### config.mk
export PLATFORM = sky130hd
export DESIGN_NAME = pwrdn_seq
export DESIGN_NICKNAME = d
export VERILOG_FILES = /design/src/rtl/pd_pkg.sv /design/src/rtl/pd_sync.sv /design/src/rtl/pd_arm.sv /design/src/rtl/pd_core.sv /design/src/rtl/pd_pins.sv /design/src/rtl/pwrdn_seq.sv
export SDC_FILE = /design/constraint.sdc
export NUM_CORES = 1
export LEC_CHECK = 0
export CORE_MARGIN = 1.5
export CORE_UTILIZATION = 47
export CTS_BUF_LIST = sky130_fd_sc_hd__clkbuf_2 sky130_fd_sc_hd__clkbuf_4 sky130_fd_sc_hd__clkbuf_8
export CTS_CLUSTER_DIAMETER = 100
export DETAILED_ROUTE_END_ITERATION = 10
export PLACE_DENSITY = 0.85
export SYNTH_ARGS = -nofsm -noshare
export SYNTH_HDL_FRONTEND = slang
export SYNTH_SLANG_ARGS = --single-unit
### constraint.sdc
create_clock -name clk -period 2.8 [get_ports clk]
set_input_delay 0.42 -clock clk [delete_from_list [all_inputs] [get_ports clk]]
set_output_delay 0.42 -clock clk [all_outputs]
set_load 0.01 [all_outputs]
### src/rtl/pd_pkg.sv
package pd_pkg;
  typedef enum logic [1:0] {
    ST_RUN   = 2'd0,
    ST_PDCLK = 2'd1,
    ST_PDRAM = 2'd2
  } pd_state_e;

  localparam logic [1:0] OP_OTHER = 2'b00;
  localparam logic [1:0] OP_ARM   = 2'b01;
  localparam logic [1:0] OP_CLK   = 2'b10;
  localparam logic [1:0] OP_RAM   = 2'b11;
  localparam logic [1:0] CNTR_IN  = 2'b11;
endpackage

### src/rtl/pd_sync.sv
module pd_sync #(
  parameter int W      = 5,
  parameter int STAGES = 2
) (
  input  logic         clk,
  input  logic         rst_n,
  input  logic [W-1:0] d,
  output logic [W-1:0] q
);
  logic [W-1:0] stg [STAGES];

  always_ff @(posedge clk or negedge rst_n) begin
    if (!rst_n) stg[0] <= '0;
    else        stg[0] <= d;
  end

  for (genvar i = 1; i < STAGES; i++) begin : g_stage
    always_ff @(posedge clk or negedge rst_n) begin
      if (!rst_n) stg[i] <= '0;
      else        stg[i] <= stg[i-1];
    end
  end

  assign q = stg[STAGES-1];
endmodule

### src/rtl/pd_arm.sv
module pd_arm
  import pd_pkg::*;
(
  input  logic      clk,
  input  logic      rst_n,
  input  pd_state_e st,
  input  logic      op_valid,
  input  logic [1:0] op_code,
  input  logic      cold_s,
  output logic      arm_q
);
  always_ff @(posedge clk or negedge rst_n) begin
    if (!rst_n)                          arm_q <= 1'b0;
    else if (cold_s)                     arm_q <= 1'b0;
    else if (st == ST_RUN && op_valid)   arm_q <= (op_code == OP_ARM);
  end


  arm_cleared_by_cold_chk: assert property (@(posedge clk) disable iff (!rst_n)
    cold_s |=> !arm_q);
endmodule

### src/rtl/pd_core.sv
module pd_core
  import pd_pkg::*;
(
  input  logic       clk,
  input  logic       rst_n,
  input  logic       op_valid,
  input  logic [1:0] op_code,
  input  logic       arm_q,
  input  logic       wake_s,
  input  logic       t5_s,
  input  logic       cold_s,
  output pd_state_e  st,
  output logic       p_flag,
  output logic       t5_flag,
  output logic       restart,
  output logic       sp_set
);
  logic warm_go, enter_go;

  always_comb begin
    warm_go  = ((st == ST_PDCLK) && (wake_s || t5_s)) ||
               ((st == ST_PDRAM) && wake_s);
    enter_go = (st == ST_RUN) && op_valid && op_code[1] && arm_q;
  end

  always_ff @(posedge clk or negedge rst_n) begin
    if (!rst_n) begin
      st      <= ST_RUN;
      p_flag  <= 1'b0;
      t5_flag <= 1'b0;
      restart <= 1'b0;
      sp_set  <= 1'b0;
    end else begin
      restart <= cold_s || warm_go;
      sp_set  <= enter_go && !cold_s;
      if (cold_s) begin
        st      <= ST_RUN;
        p_flag  <= 1'b0;
        t5_flag <= 1'b0;
      end else if (warm_go) begin
        st      <= ST_RUN;
        p_flag  <= 1'b1;
        t5_flag <= (st == ST_PDCLK) && t5_s;
      end else if (enter_go) begin
        st      <= op_code[0] ? ST_PDRAM : ST_PDCLK;
        t5_flag <= 1'b0;
      end
    end
  end


  cold_wins_chk: assert property (@(posedge clk) disable iff (!rst_n)
    cold_s |=> (st == ST_RUN && !p_flag && restart));

  unarmed_enter_chk: assert property (@(posedge clk) disable iff (!rst_n)
    (st == ST_RUN && op_valid && op_code[1] && !arm_q) |=> (st == ST_RUN));

  ram_ignores_t5_chk: assert property (@(posedge clk) disable iff (!rst_n)
    (st == ST_PDRAM && t5_s && !wake_s && !cold_s) |=> (st == ST_PDRAM));

  warm_sets_flag_chk: assert property (@(posedge clk) disable iff (!rst_n)
    (st != ST_RUN && wake_s && !cold_s) |=> (p_flag && restart && st == ST_RUN));

  sp_in_pd_chk: assert property (@(posedge clk) disable iff (!rst_n)
    sp_set |-> (st != ST_RUN));

  run_ignores_wake_chk: assert property (@(posedge clk) disable iff (!rst_n)
    (st == ST_RUN && !cold_s) |=> !restart);
endmodule

### src/rtl/pd_pins.sv
module pd_pins
  import pd_pkg::*;
(
  input  logic       clk,
  input  logic       rst_n,
  input  logic       pd,
  input  logic [1:0] mode,
  input  logic       core_out,
  input  logic       core_oe,
  output logic       pin_out,
  output logic       pin_oe,
  output logic       pin_ie
);
  always_comb begin
    pin_ie  = (mode == CNTR_IN);
    pin_oe  = pd ? (mode != CNTR_IN) : core_oe;
    pin_out = pd ? 1'b0 : core_out;
  end


  pin_input_hiz_chk: assert property (@(posedge clk) disable iff (!rst_n)
    (pd && mode == CNTR_IN) |-> (!pin_oe && pin_ie));
endmodule

### src/rtl/pwrdn_seq.sv
module pwrdn_seq
  import pd_pkg::*;
#(
  parameter int SYNC_STAGES = 2
) (
  input  logic       clk,
  input  logic       rst_n,
  input  logic       op_valid,
  input  logic [1:0] op_code,
  input  logic       ext_wake,
  input  logic       t5_unf,
  input  logic       rst_pin,
  input  logic       wdt_rst,
  input  logic       vdrop_rst,
  input  logic [1:0] cntr_mode,
  input  logic       cntr_core_out,
  input  logic       cntr_core_oe,
  output logic       pd_active,
  output logic       cpu_clk_en,
  output logic       subclk_en,
  output logic       lcd_keep,
  output logic       restart,
  output logic       sp_set7,
  output logic       warm_flag,
  output logic       t5_wake_flag,
  output logic       cntr_out,
  output logic       cntr_oe,
  output logic       cntr_ie
);
  localparam int NSRC = 5;

  logic [NSRC-1:0] src_a, src_s;
  logic            cold_s, arm_q;
  pd_state_e       st;

  assign src_a  = {vdrop_rst, wdt_rst, rst_pin, t5_unf, ext_wake};
  assign cold_s = |src_s[4:2];

  pd_sync #(.W(NSRC), .STAGES(SYNC_STAGES)) u_sync (
    .clk(clk), .rst_n(rst_n), .d(src_a), .q(src_s)
  );

  pd_arm u_arm (
    .clk(clk), .rst_n(rst_n), .st(st), .op_valid(op_valid),
    .op_code(op_code), .cold_s(cold_s), .arm_q(arm_q)
  );

  pd_core u_core (
    .clk(clk), .rst_n(rst_n), .op_valid(op_valid), .op_code(op_code),
    .arm_q(arm_q), .wake_s(src_s[0]), .t5_s(src_s[1]), .cold_s(cold_s),
    .st(st), .p_flag(warm_flag), .t5_flag(t5_wake_flag),
    .restart(restart), .sp_set(sp_set7)
  );

  always_comb begin
    pd_active  = (st != ST_RUN);
    cpu_clk_en = (st == ST_RUN);
    subclk_en  = (st != ST_PDRAM);
    lcd_keep   = (st != ST_PDRAM);
  end

  pd_pins u_pins (
    .clk(clk), .rst_n(rst_n), .pd(pd_active), .mode(cntr_mode),
    .core_out(cntr_core_out), .core_oe(cntr_core_oe),
    .pin_out(cntr_out), .pin_oe(cntr_oe), .pin_ie(cntr_ie)
  );


  ram_mode_gates_chk: assert property (@(posedge clk) disable iff (!rst_n)
    (pd_active && !subclk_en) |-> (!lcd_keep && !cpu_clk_en));
endmodule

**After elaboration in Yosys (flattened, before gate mapping)**

Cells that the tools add are included.
W data, S select, Z words.

- Add/sub/neg operators: 0
- $mul: 0
- Divide/modulo/power cells: 0
- Order comparisons: 0
- Equal/unequal tests: 6
- Shifts and indexed selects: 0
- Muxes and demuxes: 13
- Bitwise logic cells: 0
- Reduce and logical (&&, ||, !) cells: 17

Operator list:

| kind | count |
|---|---|
| $mux W1 | 9 |
| $mux W2 | 4 |
| $logic_and A1 B1 Y1 | 7 |
| $reduce_bool A2 Y1 | 3 |
| $eq A2 B1 Y1 const B | 2 |
| $eq A2 B2 Y1 const B | 2 |
| $ne A2 B2 Y1 const B | 2 |
| $logic_or A1 B1 Y1 | 3 |
| $reduce_bool A3 Y1 | 1 |
| $reduce_or A3 Y1 | 1 |
| $logic_not A2 Y1 | 1 |
| $logic_not A1 Y1 | 1 |

- Register bits: 17
- Bits in latches: 0
- RAM bits: 0
- Bits in read-only memories: 0
- Input port bits: 14
- Output and inout port bits: 11
- Logic and storage cells: 44
- Memories: 0

**Longest topological paths before layout**

- Depth after elaboration: 7
- Gate-level depth with buffers: 3
- Depth with buffers taken out: 3

**By module**

A second synthesis with hierarchy kept.

- Cell total of the unflattened synthesis: 51
- Area total of the unflattened synthesis: 678.2 sq um

Modules (own cells, without submodules):

| module | instances | cells each | area each (sq um) | sequential area each (sq um) |
|---|---|---|---|---|
| pd_sync | 1 | 15 | 287.8 | 250.2 |
| pd_core | 1 | 22 | 272.8 | 150.1 |
| pd_arm | 1 | 5 | 60.1 | 25.0 |
| pwrdn_seq | 1 | 5 | 30.0 | 0.0 |
| pd_pins | 1 | 4 | 27.5 | 0.0 |

**Worst setup path before layout**

No wires, ideal clock.

- Path type: register -> output
- Start point: register u_core.st[1]
- End point: output port cntr_out
- Arrival time: 1.091 ns
- Setup slack: 1.289 ns
- Cell stages (with the launch flop): 4
- Path through: dfrtp_1 -> or2_2 -> inv_1 -> and2_1

- Cells in the longest elaborated chain, start to end: 2

RTL lines:

| item | line | text |
|---|---|---|
| start: declaration | pd_core.sv:12 | `output pd_state_e st,` |
| start signal: assignment | pd_core.sv:45 | `st <= op_code[0] ? ST_PDRAM : ST_PDCLK;` |
| $reduce_bool A2 Y1 | pwrdn_seq.sv:56 | `pd_active = (st != ST_RUN);` |
| named net pd_active | pwrdn_seq.sv:18 | `output logic pd_active,` |
| $mux W1 | pd_pins.sv:17 | `pin_out = pd ? 1'b0 : core_out;` |
| end: declaration | pwrdn_seq.sv:26 | `output logic cntr_out,` |

The timed path passes the listed nets, and every way through them passes these cells.

**Worst setup path after layout**

- Start point: register u_core.st[1]
- End point: output port cntr_out

- Cells in the longest elaborated chain, start to end: 2

RTL lines:

| item | line |
|---|---|
| $reduce_bool A2 Y1 | pwrdn_seq.sv:56 |
| $mux W1 | pd_pins.sv:17 |

Every way passes these cells.

==> results.sh <==
export IMPL_status="finished, final reports clean"
export IMPL_slew_headroom_pct=53.1
export IMPL_post_synth_top_area_fraction_pct=65.5
export IMPL_track_usage_pct=17.0
export IMPL_grt_pass1_vias=460
export IMPL_power_density_nw_per_um2=450
export IMPL_final_cell_area_um2=928
export IMPL_cts_root_buf="clkbuf_4"
export IMPL_critical_path_endpoint_type="primary output"
export IMPL_synth_seq_cells=17
export IMPL_antenna_found_initial=0
export IMPL_finalPower_w=0.000418
export IMPL_p_int_w=0.000331
export IMPL_cts_sinks=17
export IMPL_place_ws_ps=735
export IMPL_setup_ws_ps=545
export IMPL_mostFrequentLayoutCells="24 x clkdlybuf4s50_1, 17 x dfrtp_1, 3 x nor2_1, 3 x and2_1, 3 x clkbuf_4"
export IMPL_fp_dieH_um=40.2
export IMPL_ir_drop_uv=419
export IMPL_power_leakage_nw=0.390
export IMPL_drive_gt1_share_pct=13.3
export IMPL_wirelength_mm=1.16
export IMPL_period_share_pct=80.6
export IMPL_fill_cells=96
export IMPL_routedWlPerCell_um=12.9
export IMPL_p_seq_share_pct=61.5
export IMPL_initial_core_util_pct=49.9
export IMPL_cts_resized=0
export IMPL_clock_power_share_pct=29.0
export IMPL_worstMarginPinSlew_ps=702
export IMPL_post_dp_cell_area_um2=901
export IMPL_comb_power_share_pct=9.5
export IMPL_ioPinCount=25
export IMPL_post_cts_buffers=0
export IMPL_hp_class="register to register"
export IMPL_core_area_um2=1300
export IMPL_hold_viol_final=0
export IMPL_area_delta_synth_final_pct=43.0
export IMPL_grt_max_degree=18
export IMPL_syn_nets=62
export IMPL_die_w_um=40.2
export IMPL_rsz0062_at_grt="false"
export IMPL_nets=90
export IMPL_startpoint_type="register"
export IMPL_grt_overflow=0
export IMPL_final_common_cell="clkdlybuf4s50_1"
export IMPL_required_ps=2380
export IMPL_crit_type="register to primary output"
export IMPL_viasPerCell=5.17
export IMPL_port_buffers=24
export IMPL_grt_pass1_wl_mm=1.75
export IMPL_setup_tns_ps=0
export IMPL_clock_skew_ps=6.78
export IMPL_worstPathArrival_ps=1840
export IMPL_htreeDepth=1
export IMPL_seq_area_um2=425
export IMPL_holdPathStages=0
export IMPL_ys_warn_count=0
export IMPL_p_sw_w=0.0000867
export IMPL_antenna_left=0
export IMPL_maxCapViolCount=0
export IMPL_reg2regPathDepth=3
export IMPL_switching_share_pct=20.7
export IMPL_insertion_delay_ps=280
export IMPL_cts_path_max_buffers=2
export IMPL_syn_area_per_cell_um2=13.5
export IMPL_period_minus_slack_ps=2260
export IMPL_synthTopCellsByArea="dfrtp_1 66%, and2_1 2.9%, nor3b_4 2.9%"
export IMPL_num_rows=13
export IMPL_place_gp_congestion=0.746
export IMPL_synth_area_um2=649
export IMPL_cts_tree="done"
export IMPL_syn_inst=48
export IMPL_vias=465
export IMPL_cts_hold_buf=0
export IMPL_dieArea_um2=1610
export IMPL_n_antenna_cell=0
export IMPL_slew_violations=0
export IMPL_cts_made_buffers=3
export IMPL_drc=0
export IMPL_seq_area_frac_synth_pct=65.5
export IMPL_firstDrtPassIters=5
export IMPL_first_iter_violations=1
export IMPL_fmax_mhz=443
export IMPL_synth_top_cell_by_area="dfrtp_1"
export IMPL_setup_viol=0
export IMPL_multi_input_area_um2=209
export IMPL_path_max_fanout=7
export IMPL_synthDistinctLibCells=25
export IMPL_clkTransAtPathRegs_ps=90
-- through the flow --
step / utilization, % / std cells / hold slack [ps]
after floorplan: - / 48 / 124
after global placement: 69.2 / 86 / 333
after detailed placement: 69.2 / 86 / 340
after CTS: 71.3 / 90 / 363
after global routing: 71.3 / 90 / 369
final: 71.3 / 90 / 359
-- registers in the layout, summed over array words and instances (netlist names) --
register,cells
u_core.p_flag,1
u_arm.arm_q,1
u_core.restart,1
u_core.t5_flag,1
u_sync.stg,5
u_sync.q,5
u_core.sp_set,1
u_core.st,2
-- kinds of logic after synthesis --
| family | after synthesis | share of synthesized area [%] |
|---|---|---|
| buffers and inverters | 3 | 2.31 |
| AO/OA/AOI/OAI | 10 | 12.3 |
| flip-flops | 17 | 65.5 |
| AND/OR/NAND/NOR | 17 | 18.5 |
| XOR/XNOR | 1 | 1.35 |
-- path summary, 6_finish.rpt --
path | slack, ps | endpoint | from
min in group asynchronous | 560 | u_sync.q[0] | rst_n
setup reg to reg | 1520 | u_core.t5_flag | u_core.st[1]
hold reg to reg | 360 | u_sync.q[1] | u_sync.stg[6]
setup / recovery | 540 | cntr_out | u_core.st[1]
max in group asynchronous | 1800 | u_sync.stg[6] | rst_n
hold / removal | 360 | u_sync.q[1] | u_sync.stg[6]
-- layout make-up --
class	count	area share, %
Multi-Input combinational cell	28	22.5
Inverter	2	0.809
Timing Repair Buffer	24	25.9
Clock buffer	3	2.43
Tap cell	15	2.02
Clock inverter	1	0.539
Sequential cell	17	45.8
-- metal layers --
metal  wire, µm  global-route usage [%]  vias up
li1           -                       -      222
met3        129                    6.11        2
met5          0                       0        -
met4         18                    9.17        0
met2        574                    31.0       25
met1        440                    16.5      216
-- power by group through the flow --
stage / clock network [W] / registers [W] / logic (W)
global placement: 0 / 0.000261 / 0.0000392
finish: 0.000121 / 0.000257 / 0.0000399
floorplan: 0 / 0.000261 / 0.00000926
CTS: 0.000126 / 0.000257 / 0.0000408
global route: 0.000136 / 0.000258 / 0.0000439
detailed placement: 0 / 0.000262 / 0.0000404
-- worst max-delay path: stages, from the launching register on --
cell and delay, ps:
dfrtp_1 480, or2_2 370, inv_1 70, and2_1 110, clkdlybuf4s50_1 530
-- Yosys cell counts, drive strengths merged --
cell / count
or2b: 1
a41oi: 1
and2: 3
a21oi: 2
buf: 1
a32oi: 1
and3: 1
a31oi: 1
inv: 2
or2: 1
dfrtp: 17
nand3b: 2
o211ai: 1
o21ai: 1
a211oi: 1
nor3b: 1
nor2: 3
nor3: 2
a31o: 1
o21a: 1
or3: 1
nand2b: 2
xor2: 1
Note: power is estimated with default switching activity, not from simulation.
